### src/rtl/cct_pkg.sv
package cct_pkg;
  localparam int CTRL_W = 16;
  localparam int PR_W   = 3;
  localparam int IRQ_N  = 3;

  // interrupt source positions in status and enable
  localparam int IRQ_MATCH = 0;
  localparam int IRQ_OVF   = 1;
  localparam int IRQ_CAP   = 2;

  typedef struct packed {
    logic [1:0]      spare;     // 15:14
    logic            dual_cap;  // 13
    logic            toggle;    // 12
    logic [1:0]      evt_sel;   // 11:10
    logic [1:0]      cap_edge;  // 9:8
    logic            idle_lvl;  // 7
    logic            cmp_en;    // 6
    logic            pre_en;    // 5
    logic [PR_W-1:0] ratio;     // 4:2
    logic            auto_rld;  // 1
    logic            run;       // 0
  } ctrl_t;

  typedef enum logic [3:0] {
    A_CTRL  = 4'd0,
    A_COUNT = 4'd1,
    A_LOAD  = 4'd2,
    A_TRIG  = 4'd3,
    A_CMP   = 4'd4,
    A_CAPA  = 4'd5,
    A_CAPB  = 4'd6,
    A_RAW   = 4'd7,
    A_STAT  = 4'd8,
    A_IESET = 4'd9,
    A_IECLR = 4'd10
  } reg_addr_e;
endpackage

### src/rtl/cct_prescaler.sv
module cct_prescaler #(
  parameter int PR_W = 3,
  localparam int DIV_W = 1 << PR_W
) (
  input  logic            clk,
  input  logic            rst_n,
  input  logic            run_i,
  input  logic            pre_en_i,
  input  logic [PR_W-1:0] ratio_i,
  output logic            tick_o
);
  logic [DIV_W-1:0] div_q, div_d, lim;
  logic [PR_W:0]    shamt;

  always_comb begin
    shamt = {1'b0, ratio_i} + {{PR_W{1'b0}}, 1'b1};
    lim   = (DIV_W'(1) << shamt) - DIV_W'(1);
    tick_o = run_i & (~pre_en_i | (div_q == lim));
    if (!run_i || !pre_en_i)   div_d = '0;
    else if (div_q == lim)     div_d = '0;
    else                       div_d = div_q + DIV_W'(1);
  end

  always_ff @(posedge clk or negedge rst_n) begin
    if (!rst_n) div_q <= '0;
    else        div_q <= div_d;
  end

  // with the divider active two ticks never fall on adjacent clocks
  p_tick_gap_r2: assert property (@(posedge clk) disable iff (!rst_n)
    (tick_o && pre_en_i) |=> (!tick_o || !pre_en_i));
endmodule

### src/rtl/cct_capture.sv
module cct_capture #(
  parameter int CNT_W = 32
) (
  input  logic             clk,
  input  logic             rst_n,
  input  logic             pin_i,
  input  logic [1:0]       edge_i,
  input  logic             dual_i,
  input  logic             ctrl_wr_i,
  input  logic [CNT_W-1:0] cnt_i,
  output logic [CNT_W-1:0] capa_o,
  output logic [CNT_W-1:0] capb_o,
  output logic             done_o
);
  logic s1_q, s2_q, s3_q;
  logic ptr_q, ptr_d;
  logic [CNT_W-1:0] capa_d, capb_d;
  logic rise, fall, hit;

  always_comb begin
    rise = s2_q & ~s3_q;
    fall = ~s2_q & s3_q;
    case (edge_i)
      2'd1:    hit = rise;
      2'd2:    hit = fall;
      2'd3:    hit = rise | fall;
      default: hit = 1'b0;
    endcase
    capa_d = capa_o;
    capb_d = capb_o;
    ptr_d  = ptr_q;
    done_o = 1'b0;
    if (hit) begin
      if (dual_i && ptr_q) begin
        capb_d = cnt_i;
        ptr_d  = 1'b0;
        done_o = 1'b1;
      end else begin
        capa_d = cnt_i;
        ptr_d  = dual_i;
        done_o = ~dual_i;
      end
    end
    if (ctrl_wr_i) ptr_d = 1'b0;
  end

  always_ff @(posedge clk or negedge rst_n) begin
    if (!rst_n) begin
      s1_q   <= 1'b0;
      s2_q   <= 1'b0;
      s3_q   <= 1'b0;
      ptr_q  <= 1'b0;
      capa_o <= '0;
      capb_o <= '0;
    end else begin
      s1_q   <= pin_i;
      s2_q   <= s1_q;
      s3_q   <= s2_q;
      ptr_q  <= ptr_d;
      capa_o <= capa_d;
      capb_o <= capb_d;
    end
  end

  // capture A holds the count seen at the qualifying edge
  p_capa_value_r6: assert property (@(posedge clk) disable iff (!rst_n)
    (hit && !(dual_i && ptr_q)) |=> (capa_o == $past(cnt_i)));
endmodule

### src/rtl/cct_outgen.sv
module cct_outgen (
  input  logic       clk,
  input  logic       rst_n,
  input  logic       tick_i,
  input  logic       run_i,
  input  logic       ovf_i,
  input  logic       match_i,
  input  logic [1:0] sel_i,
  input  logic       toggle_i,
  input  logic       idle_i,
  input  logic       ctrl_wr_i,
  output logic       pin_o
);
  logic tog_q, tog_d, pul_q, pul_d, evt;

  always_comb begin
    case (sel_i)
      2'd1:    evt = ovf_i;
      2'd2:    evt = ovf_i | match_i;
      default: evt = 1'b0;
    endcase
    tog_d = tog_q;
    pul_d = pul_q;
    if (ctrl_wr_i) begin
      tog_d = 1'b0;
      pul_d = 1'b0;
    end else if (evt) begin
      if (toggle_i) tog_d = ~tog_q;
      else          pul_d = 1'b1;
    end else if (tick_i || !run_i) begin
      pul_d = 1'b0;
    end
    pin_o = idle_i ^ (toggle_i ? tog_q : pul_q);
  end

  always_ff @(posedge clk or negedge rst_n) begin
    if (!rst_n) begin
      tog_q <= 1'b0;
      pul_q <= 1'b0;
    end else begin
      tog_q <= tog_d;
      pul_q <= pul_d;
    end
  end

  // a pulse ends at the next tick that brings no new event
  p_pulse_end_r10: assert property (@(posedge clk) disable iff (!rst_n)
    (pul_q && tick_i && !evt && !ctrl_wr_i) |=> !pul_q);
endmodule

### src/rtl/cct_timer.sv
module cct_timer
  import cct_pkg::*;
#(
  parameter int CNT_W  = 32,
  parameter int ADDR_W = 4
) (
  input  logic              clk,
  input  logic              rst_n,
  input  logic              reg_wr,
  input  logic [ADDR_W-1:0] reg_addr,
  input  logic [CNT_W-1:0]  reg_wdata,
  output logic [CNT_W-1:0]  reg_rdata,
  input  logic              cap_in,
  output logic              evt_out,
  output logic              irq
);
  logic rs1_q, rst_sn;
  ctrl_t ctrl_q, ctrl_d;
  logic [CNT_W-1:0] cnt_q, cnt_d, cnt_tick, load_q, load_d, cmp_q, cmp_d;
  logic [CNT_W-1:0] capa, capb;
  logic [IRQ_N-1:0] raw_q, raw_d, ien_q, ien_d, evts;
  logic wr_ctrl, wr_cnt, wr_load, wr_trig, wr_cmp, wr_stat, wr_ieset, wr_ieclr;
  logic tick, at_max, ovf_evt, match_evt, cap_evt, run_clr;

  // reset: asserted asynchronously, released on a clock edge
  always_ff @(posedge clk or negedge rst_n) begin
    if (!rst_n) begin
      rs1_q  <= 1'b0;
      rst_sn <= 1'b0;
    end else begin
      rs1_q  <= 1'b1;
      rst_sn <= rs1_q;
    end
  end

  always_comb begin
    wr_ctrl  = reg_wr & (reg_addr == ADDR_W'(A_CTRL));
    wr_cnt   = reg_wr & (reg_addr == ADDR_W'(A_COUNT));
    wr_load  = reg_wr & (reg_addr == ADDR_W'(A_LOAD));
    wr_trig  = reg_wr & (reg_addr == ADDR_W'(A_TRIG));
    wr_cmp   = reg_wr & (reg_addr == ADDR_W'(A_CMP));
    wr_stat  = reg_wr & (reg_addr == ADDR_W'(A_STAT));
    wr_ieset = reg_wr & (reg_addr == ADDR_W'(A_IESET));
    wr_ieclr = reg_wr & (reg_addr == ADDR_W'(A_IECLR));
  end

  cct_prescaler #(.PR_W(PR_W)) i_pre (
    .clk      (clk),
    .rst_n    (rst_sn),
    .run_i    (ctrl_q.run),
    .pre_en_i (ctrl_q.pre_en),
    .ratio_i  (ctrl_q.ratio),
    .tick_o   (tick)
  );

  // counter next state: tick first, then software writes take priority
  always_comb begin
    at_max   = (cnt_q == {CNT_W{1'b1}});
    ovf_evt  = tick & at_max;
    run_clr  = 1'b0;
    cnt_tick = cnt_q;
    if (tick) begin
      if (!at_max)                cnt_tick = cnt_q + CNT_W'(1);
      else if (ctrl_q.auto_rld)   cnt_tick = load_q;
      else begin
        cnt_tick = '0;
        run_clr  = 1'b1;
      end
    end
    match_evt = tick & ctrl_q.cmp_en & (cnt_tick == cmp_q);
    cnt_d = cnt_tick;
    if (wr_trig) cnt_d = load_q;
    if (wr_cnt)  cnt_d = reg_wdata;

    ctrl_d = ctrl_q;
    if (run_clr) ctrl_d.run = 1'b0;
    if (wr_ctrl) ctrl_d = ctrl_t'(reg_wdata[CTRL_W-1:0]);
    load_d = wr_load ? reg_wdata : load_q;
    cmp_d  = wr_cmp  ? reg_wdata : cmp_q;
  end

  cct_capture #(.CNT_W(CNT_W)) i_cap (
    .clk       (clk),
    .rst_n     (rst_sn),
    .pin_i     (cap_in),
    .edge_i    (ctrl_q.cap_edge),
    .dual_i    (ctrl_q.dual_cap),
    .ctrl_wr_i (wr_ctrl),
    .cnt_i     (cnt_q),
    .capa_o    (capa),
    .capb_o    (capb),
    .done_o    (cap_evt)
  );

  cct_outgen i_out (
    .clk       (clk),
    .rst_n     (rst_sn),
    .tick_i    (tick),
    .run_i     (ctrl_q.run),
    .ovf_i     (ovf_evt),
    .match_i   (match_evt),
    .sel_i     (ctrl_q.evt_sel),
    .toggle_i  (ctrl_q.toggle),
    .idle_i    (ctrl_q.idle_lvl),
    .ctrl_wr_i (wr_ctrl),
    .pin_o     (evt_out)
  );

  // status and enable: new events win over a same-cycle clear
  always_comb begin
    evts            = '0;
    evts[IRQ_MATCH] = match_evt;
    evts[IRQ_OVF]   = ovf_evt;
    evts[IRQ_CAP]   = cap_evt;
    raw_d = raw_q;
    if (wr_stat) raw_d = raw_q & ~reg_wdata[IRQ_N-1:0];
    raw_d = raw_d | evts;
    ien_d = ien_q;
    if (wr_ieset) ien_d = ien_d | reg_wdata[IRQ_N-1:0];
    if (wr_ieclr) ien_d = ien_d & ~reg_wdata[IRQ_N-1:0];
  end

  always_ff @(posedge clk or negedge rst_sn) begin
    if (!rst_sn) begin
      ctrl_q <= '0;
      cnt_q  <= '0;
      load_q <= '0;
      cmp_q  <= '0;
      raw_q  <= '0;
      ien_q  <= '0;
    end else begin
      ctrl_q <= ctrl_d;
      cnt_q  <= cnt_d;
      load_q <= load_d;
      cmp_q  <= cmp_d;
      raw_q  <= raw_d;
      ien_q  <= ien_d;
    end
  end

  assign irq = |(raw_q & ien_q);

  always_comb begin
    case (reg_addr)
      ADDR_W'(A_CTRL):  reg_rdata = CNT_W'(ctrl_q);
      ADDR_W'(A_COUNT): reg_rdata = cnt_q;
      ADDR_W'(A_LOAD):  reg_rdata = load_q;
      ADDR_W'(A_CMP):   reg_rdata = cmp_q;
      ADDR_W'(A_CAPA):  reg_rdata = capa;
      ADDR_W'(A_CAPB):  reg_rdata = capb;
      ADDR_W'(A_RAW):   reg_rdata = CNT_W'(raw_q);
      ADDR_W'(A_STAT):  reg_rdata = CNT_W'(raw_q & ien_q);
      ADDR_W'(A_IESET): reg_rdata = CNT_W'(ien_q);
      default:          reg_rdata = '0;
    endcase
  end

  // a plain tick advances the count by exactly one
  p_count_step_r1: assert property (@(posedge clk) disable iff (!rst_sn)
    (tick && !at_max && !wr_cnt && !wr_trig) |=> (cnt_q == $past(cnt_q) + CNT_W'(1)));

  // overflow with auto-reload lands on the load value
  p_reload_r3: assert property (@(posedge clk) disable iff (!rst_sn)
    (tick && at_max && ctrl_q.auto_rld && !wr_cnt && !wr_trig && !wr_load)
      |=> (cnt_q == $past(load_q)));

  // overflow without auto-reload halts the timer
  p_halt_wrap_r3: assert property (@(posedge clk) disable iff (!rst_sn)
    (tick && at_max && !ctrl_q.auto_rld && !wr_ctrl) |=> !ctrl_q.run);

  // a one written to the overflow status bit clears it
  p_ovf_clear_r8: assert property (@(posedge clk) disable iff (!rst_sn)
    (wr_stat && reg_wdata[IRQ_OVF] && !ovf_evt) |=> !raw_q[IRQ_OVF]);
endmodule

### config.mk
export PLATFORM = sky130hd
export DESIGN_NAME = cct_timer
export DESIGN_NICKNAME = d
export VERILOG_FILES = /design/src/rtl/cct_pkg.sv /design/src/rtl/cct_prescaler.sv /design/src/rtl/cct_capture.sv /design/src/rtl/cct_outgen.sv /design/src/rtl/cct_timer.sv
export SDC_FILE = /design/constraint.sdc
export NUM_CORES = 1
export LEC_CHECK = 0
export ABC_CLOCK_PERIOD_IN_PS = 16800
export CAP_MARGIN = 25
export CORE_UTILIZATION = 61
export CTS_CLUSTER_SIZE = 28
export DETAILED_ROUTE_END_ITERATION = 12
export PLACE_DENSITY_LB_ADDON = 0.3
export SETUP_SLACK_MARGIN = 0.05
export SLEW_MARGIN = 20
export SYNTH_ARGS = -nofsm -noshare
export SYNTH_HDL_FRONTEND = slang
export SYNTH_SLANG_ARGS = --single-unit
### constraint.sdc
create_clock -name clk -period 16.8 [get_ports clk]
set_clock_uncertainty 0.15 [all_clocks]
set_input_delay 4.2 -clock clk [delete_from_list [all_inputs] [get_ports clk]]
set_output_delay 4.2 -clock clk [all_outputs]
set_load 0.02 [all_outputs]
==> impl_metrics.json, run 1 <==
{
  "seqPwrFrac": 0.471,
  "area_growth_pct": 12.3,
  "cts_tree": "built",
  "hold_class": "reg -> async",
  "core_mm2": 0.0190,
  "synth_edf_count": 0,
  "routed_wl_um": 35600,
  "final_cell_mix": "dfrtp_1, nand2_1, mux2_2, a22oi_1, nor2_1",
  "grt_pass1_vias": 10304,
  "port_buffers": 73,
  "clkPwrFrac": 0.264,
  "grt_antenna_before_repair": 0,
  "rsz0062_at_grt": "false",
  "drv_slew": 0,
  "ys_ff_latch": 198,
  "overflow": 0,
  "cts-root-buf": "clkbuf_16",
  "yosysWarnings": 0,
  "critPathArrivalTime_ps": 7110,
  "fill_cells": 1469,
  "combPwrFrac": 0.266,
  "num_vias": 10801,
  "setup_slack_ps": 5340,
  "post_cts_buffers": 0,
  "wl_per_cell_um": 22.7,
  "slew_headroom": 0.199,
  "power.density_mw_per_mm2": 121,
  "finalNonFillerCells": 1566,
  "drtIter0Drc": 1355,
  "clock_latency_ps": 450,
  "synthDistinctLibCells": 88,
  "p_int_mw": 1.04,
  "p_leak_nw": 5.55,
  "dp_slack_ps": 5370,
  "cap_violations": 0,
  "grt_pass1_wl_um": 56200,
  "net-switching-power_mw": 0.586,
  "yosys-top-cells-area": "dfrtp_1, mux2_2, a22oi_1",
  "ys.flop_type": "dfrtp_1",
  "ir_drop_v": 0.0000773,
  "avgViaCountPerCell": 6.90,
  "clock_path_buffers": 2,
  "fp.dieW_um": 142,
  "syn_avg_cell_area_um2": 9.39,
  "max_slew.worst_pin.slew_ps": 1170,
  "start_util": 0.631,
  "synthCells": 1278,
  "worstPathMaxFanout": 17,
  "drt_drc_violations_left": 0,
  "netlist_area_mm2": 0.0120,
  "synthArstFlopShare": 1.00,
  "max_freq_mhz": 87.3,
  "htreeDepth": 4,
  "synth_top_cell_area_share": 0.413,
  "finalSetupViolCount": 0,
  "cts_buffers": 17,
  "fin_tns_setup_ps": 0,
  "grt_util_all_layers": 0.364,
  "place_congestion": 1.02,
  "layout-drive-gt1-share": 0.167,
  "rows": 50,
  "sw_frac_of_total": 0.360,
  "dpl.hpwl_um": 23800,
  "period_share": 0.682,
  "fp.dieH_um": 142,
  "worstSetupEndpointType": "output pin",
  "clk_pin_slew_ps": 80,
  "fin_crit_ps": 11460,
  "detail-route-antenna-nets": 0,
  "dr.pass1.iters": 7,
  "synth_top_cell_by_area": "dfrtp_1",
  "grt_max_degree": 80,
  "die-area_mm2": 0.0202,
  "post-route-util": 0.708,
  "nets": 1341,
  "ys_seq_area_frac": 0.413,
  "cts_hold_buf": 0,
  "critPathRequiredTime_ps": 12450,
  "status": "complete, no violations",
  "ioPinCount": 74,
  "layout_commonest_cell": "dfrtp_1",
  "post_cts_resized": 0,
  "worst_setup_path_start_kind": "primary input",
  "clkSinkCount": 198,
  "antenna_cells": 0,
  "dp.cells": 1533,
  "power.total_mw": 1.63,
  "final_hold_viol_count": 0,
  "critPathKind": "in -> out"
}
area by class of cell:
| class | count | area (um^2) | share of cell area |
|---|---|---|---|
| flip-flops and latches | 198 | 4960 | 0.368 |
| inverters | 27 | 101 | 0.00752 |
| clock inverters | 13 | 160 | 0.0119 |
| repair buffers | 99 | 953 | 0.0708 |
| well taps | 260 | 325 | 0.0241 |
| clock buffers | 18 | 439 | 0.0326 |
| multi-input cells | 951 | 6540 | 0.485 |
path summary, 6_finish.rpt:
check / depth (start not counted) / slack (ps) / to / start
max in group asynchronous: 1 / 12600 / rst_sn$_DFF_PN0_ / rst_n
worst min-delay path: 0 / 190 / ctrl_q[13]$_DFFE_PN0P_ / rst_sn$_DFF_PN0_
worst max register to register: 13 / 11120 / i_out.tog_q$_DFFE_PN0P_ / cnt_q[0]$_DFF_PN0_
min in group clk: 0 / 190 / i_cap.s2_q$_DFF_PN0_ / i_cap.s1_q$_DFF_PN0_
worst min register to register: 0 / 190 / ctrl_q[13]$_DFFE_PN0P_ / rst_sn$_DFF_PN0_
worst max-delay path: 8 / 5340 / reg_rdata[0] / reg_addr[0]
power by group through the flow:
| stage | clock, mW | sequential (mW) | combinational (mW) |
|---|---|---|---|
| 2_1_floorplan | 0 | 0.687 | 0.352 |
| 3_3_place_gp | 0 | 0.761 | 0.410 |
| 3_5_place_dp | 0 | 0.769 | 0.423 |
| 4_1_cts | 0.431 | 0.760 | 0.426 |
| 5_1_grt | 0.450 | 0.784 | 0.468 |
| 6_report | 0.430 | 0.767 | 0.433 |
per-stage QoR:
step	instance area [um^2]	hold slack [ps]
after floorplan	12000	181
after global placement	12800	184
after detailed placement	12800	187
after CTS	13400	196
after global routing	13500	196
final	13500	190
state kept, by name (all words and copies together), names as in the netlist, 3 cells and up, named ones only:
register and flops:
load_q 32, cnt_q 32, i_cap.capb_o 32, i_cap.capa_o 32, ctrl_q 16, i_pre.div_q 8
cmp_q 32, raw_q 3
logic make-up after synthesis:
kind of cell / share of synthesized area
buffers and inverters: 0.0470
XOR/XNOR: 0.0234
flip-flops: 0.413
other: 0.000312
AO/OA/AOI/OAI: 0.184
AND/OR/NAND/NOR: 0.198
adder cells (fa/ha/maj): 0.00730
multiplexers: 0.128
Yosys cell counts, drive strengths merged (7+ instances only):
| master | count |
|---|---|
| nor2 | 82 |
| and3 | 23 |
| a222oi | 7 |
| nor3 | 25 |
| o21a | 9 |
| dfrtp | 198 |
| nand4 | 31 |
| nand3 | 68 |
| nand2 | 144 |
| xnor2 | 21 |
| o21ai | 35 |
| xor2 | 11 |
| or3 | 9 |
| a21oi | 55 |
| nor4 | 16 |
| mux2i | 8 |
| nand2b | 11 |
| a31oi | 17 |
| a211oi | 11 |
| mux2 | 129 |
| ha | 7 |
| and2 | 12 |
| o211ai | 11 |
| buf | 38 |
| nor2b | 11 |
| a221oi | 7 |
| inv | 27 |
| clkbuf | 65 |
| a22oi | 83 |
worst max-delay path: stages:
cell and delay (ps):
clkdlybuf4s50_1 610, inv_1 190, nand2_1 110, nor2_2 750, buf_4 390, a221oi_1 130, nand3_1 130, clkdlybuf4s50_1 610
per-layer routing:
layer	wire length, um	part of all wire	vias to the layer above	GRT usage
met3	3300	0.093	76	0.0673
li1	-	-	4786	-
met1	14800	0.42	5323	0.503
met4	813	0.023	0	0.128
met5	0	0	-	0
met2	16600	0.47	616	0.575
Power figures use the tool's default switching activity.
==> inputs of run 2 (changes only) <==
- ABC_CLOCK_PERIOD_IN_PS: 16800 -> 10190
- CORE_UTILIZATION: 61 -> 55
- clock period: 16.8 -> 10.19 ns (I/O delays scaled with it)
==> run 2 against run 1 <==
Net effect: critical path depth fell by 1; register-to-register slack got worse by 6300 ps; clock-buffer cell count rose by 1; power rose by 69%; sequential power rose by 64%; hold slack improved by 10 ps; setup slack got worse by 3300 ps; non-clock buffer count rose by 4.
==> impl_metrics.json, run 2 (synthesis results as in run 1) <==
{
  "critPathBufInv": 3,
  "final_cell_mix": "dfrtp_1, nand2_1, mux2_2, a22oi_1, nor2_1",
  "critPathRequiredTime_ps": 7490,
  "slowest_stage": "nor2_2",
  "port_buffers": 73,
  "critPathKind": "in -> out",
  "power.density_mw_per_mm2": 203,
  "max_slew.worst_pin.slew_ps": 965,
  "htreeDepth": 4,
  "cp_common_cell": "clkdlybuf4s50_1",
  "drtIter0Drc": 1170,
  "post_cts_resized": 0,
  "detail-route-antenna-nets": 0,
  "ioPinCount": 74,
  "holdWs_ps": 200,
  "wl_per_cell_um": 22.9,
  "worstSetupEndpointType": "output pin",
  "hold_class": "reg -> reg",
  "nets": 1345,
  "area_growth_pct": 13.1,
  "slowest_delay_ps": 750,
  "post_cts_buffers": 0,
  "antenna_cells": 0,
  "fin_tns_setup_ps": 0,
  "cts-root-buf": "clkbuf_16",
  "path_cells": "clkdlybuf4s50_1 -> nand2b_1 -> nor2_2 -> buf_4 -> a22oi_1 -> nand3_1 -> clkdlybuf4s50_1",
  "fp.dieW_um": 150,
  "cts_tree": "built",
  "slew_headroom": 0.356,
  "period_share": 0.801,
  "grt_antenna_before_repair": 0,
  "clock_path_buffers": 2,
  "critPathArrivalTime_ps": 5460,
  "combPwrFrac": 0.263,
  "path_delay_family": "buffers and inverters",
  "finalSetupViolCount": 0,
  "worstPathMaxFanout": 17,
  "grt_util_all_layers": 0.334,
  "status": "complete, no violations",
  "fp.dieH_um": 150,
  "grt_max_degree": 78,
  "clock_latency_ps": 440,
  "layout-drive-gt1-share": 0.169,
  "final_hold_viol_count": 0,
  "sw_frac_of_total": 0.348,
  "place_congestion": 0.998,
  "cts_hold_buf": 0,
  "drv_slew": 0,
  "grt_pass1_wl_um": 57400,
  "seqPwrFrac": 0.459,
  "start_util": 0.566,
  "clkPwrFrac": 0.279,
  "routed_wl_um": 36400,
  "rsz0062_at_grt": "false",
  "num_vias": 10755,
  "r2r_slack_ps": 4860,
  "clkSinkCount": 198,
  "worstHoldStart": "i_cap.s1_q$_DFF_PN0_",
  "layout_commonest_cell": "dfrtp_1",
  "p_int_mw": 1.80,
  "holdPathStages": 0,
  "die-area_mm2": 0.0224,
  "worst_setup_path_start_kind": "primary input",
  "max_freq_mhz": 123,
  "avgViaCountPerCell": 6.78,
  "p_leak_nw": 5.59,
  "overflow": 0,
  "net-switching-power_mw": 0.960,
  "rows": 53,
  "cap_violations": 0,
  "dr.pass1.iters": 6,
  "drt_drc_violations_left": 0,
  "min_delay_worst_endpoint": "i_cap.s2_q$_DFF_PN0_",
  "cts_buffers": 17,
  "core_mm2": 0.0212,
  "reg2regPathDepth": 14,
  "dpl.hpwl_um": 24400,
  "grt_pass1_vias": 10387,
  "r2r-end": "i_out.pul_q$_DFFE_PN0P_",
  "fin_crit_ps": 8160,
  "clk_pin_slew_ps": 70,
  "ir_drop_v": 0.000111,
  "r2r_start": "cnt_q[0]$_DFF_PN0_"
}
-- run 2: worst max path at each step --
stage | start | to | slack [ps] | depth (start not counted)
detailed placement | reg_addr[1] | reg_rdata[0] | 2080 | 7
global route | reg_addr[0] | reg_rdata[0] | 1880 | 8
global placement | reg_addr[1] | reg_rdata[1] | 2120 | 7
CTS | reg_addr[1] | reg_rdata[0] | 2070 | 7
finish | reg_addr[1] | reg_rdata[0] | 2030 | 7
floorplan | reg_addr[1] | reg_rdata[4] | 3470 | 5
-- run 2: worst reg2reg max path, stage by stage (launching register included) --
cell and delay [ps]:
dfrtp_1 620, ha_1 400, nand4_1 250, nor4_2 400, buf_4 280, and3_1 560
buf_4 300, mux2i_1 300, xor2_1 430, nand4_1 290, nor4_1 340, nand4_1 200
or2_1 270, o31a_1 320, o21ai_1 140
-- run 2: layout make-up --
class	instances	area, um^2
clock buffer	19	443
clock inverter	13	216
fill	1770	7650
inverter	27	101
multi-input combinational	951	6540
sequential	198	4960
tap	275	344
timing repair buffer	103	972
-- run 2: per-layer routing --
metal / GRT usage / part of all wire / vias up
met1: 0.457 / 0.42 / 5294
li1: - / - / 4794
met3: 0.0720 / 0.094 / 79
met4: 0.109 / 0.027 / 0
met5: 0 / 0 / -
met2: 0.528 / 0.46 / 588
-- run 2: metrics by stage --
stage / power, mW / util / area, um^2 / instances / setup WS (ps)
after floorplan: 1.71 / - / 12000 / 1279 / 3470
after global placement: 1.95 / 0.607 / 12900 / 1552 / 2120
after detailed placement: 1.98 / 0.607 / 12900 / 1553 / 2080
after CTS: 2.74 / 0.638 / 13500 / 1585 / 2070
after global routing: 2.88 / 0.640 / 13600 / 1586 / 1880
final: 2.76 / 0.640 / 13600 / 1586 / 2030
-- run 2: power by group through the flow --
stage	sequential (mW)	clock, mW	combinational, mW
global route	1.29	0.805	0.785
global placement	1.26	0	0.690
floorplan	1.13	0	0.581
detailed placement	1.27	0	0.710
CTS	1.25	0.774	0.715
finish	1.26	0.768	0.724
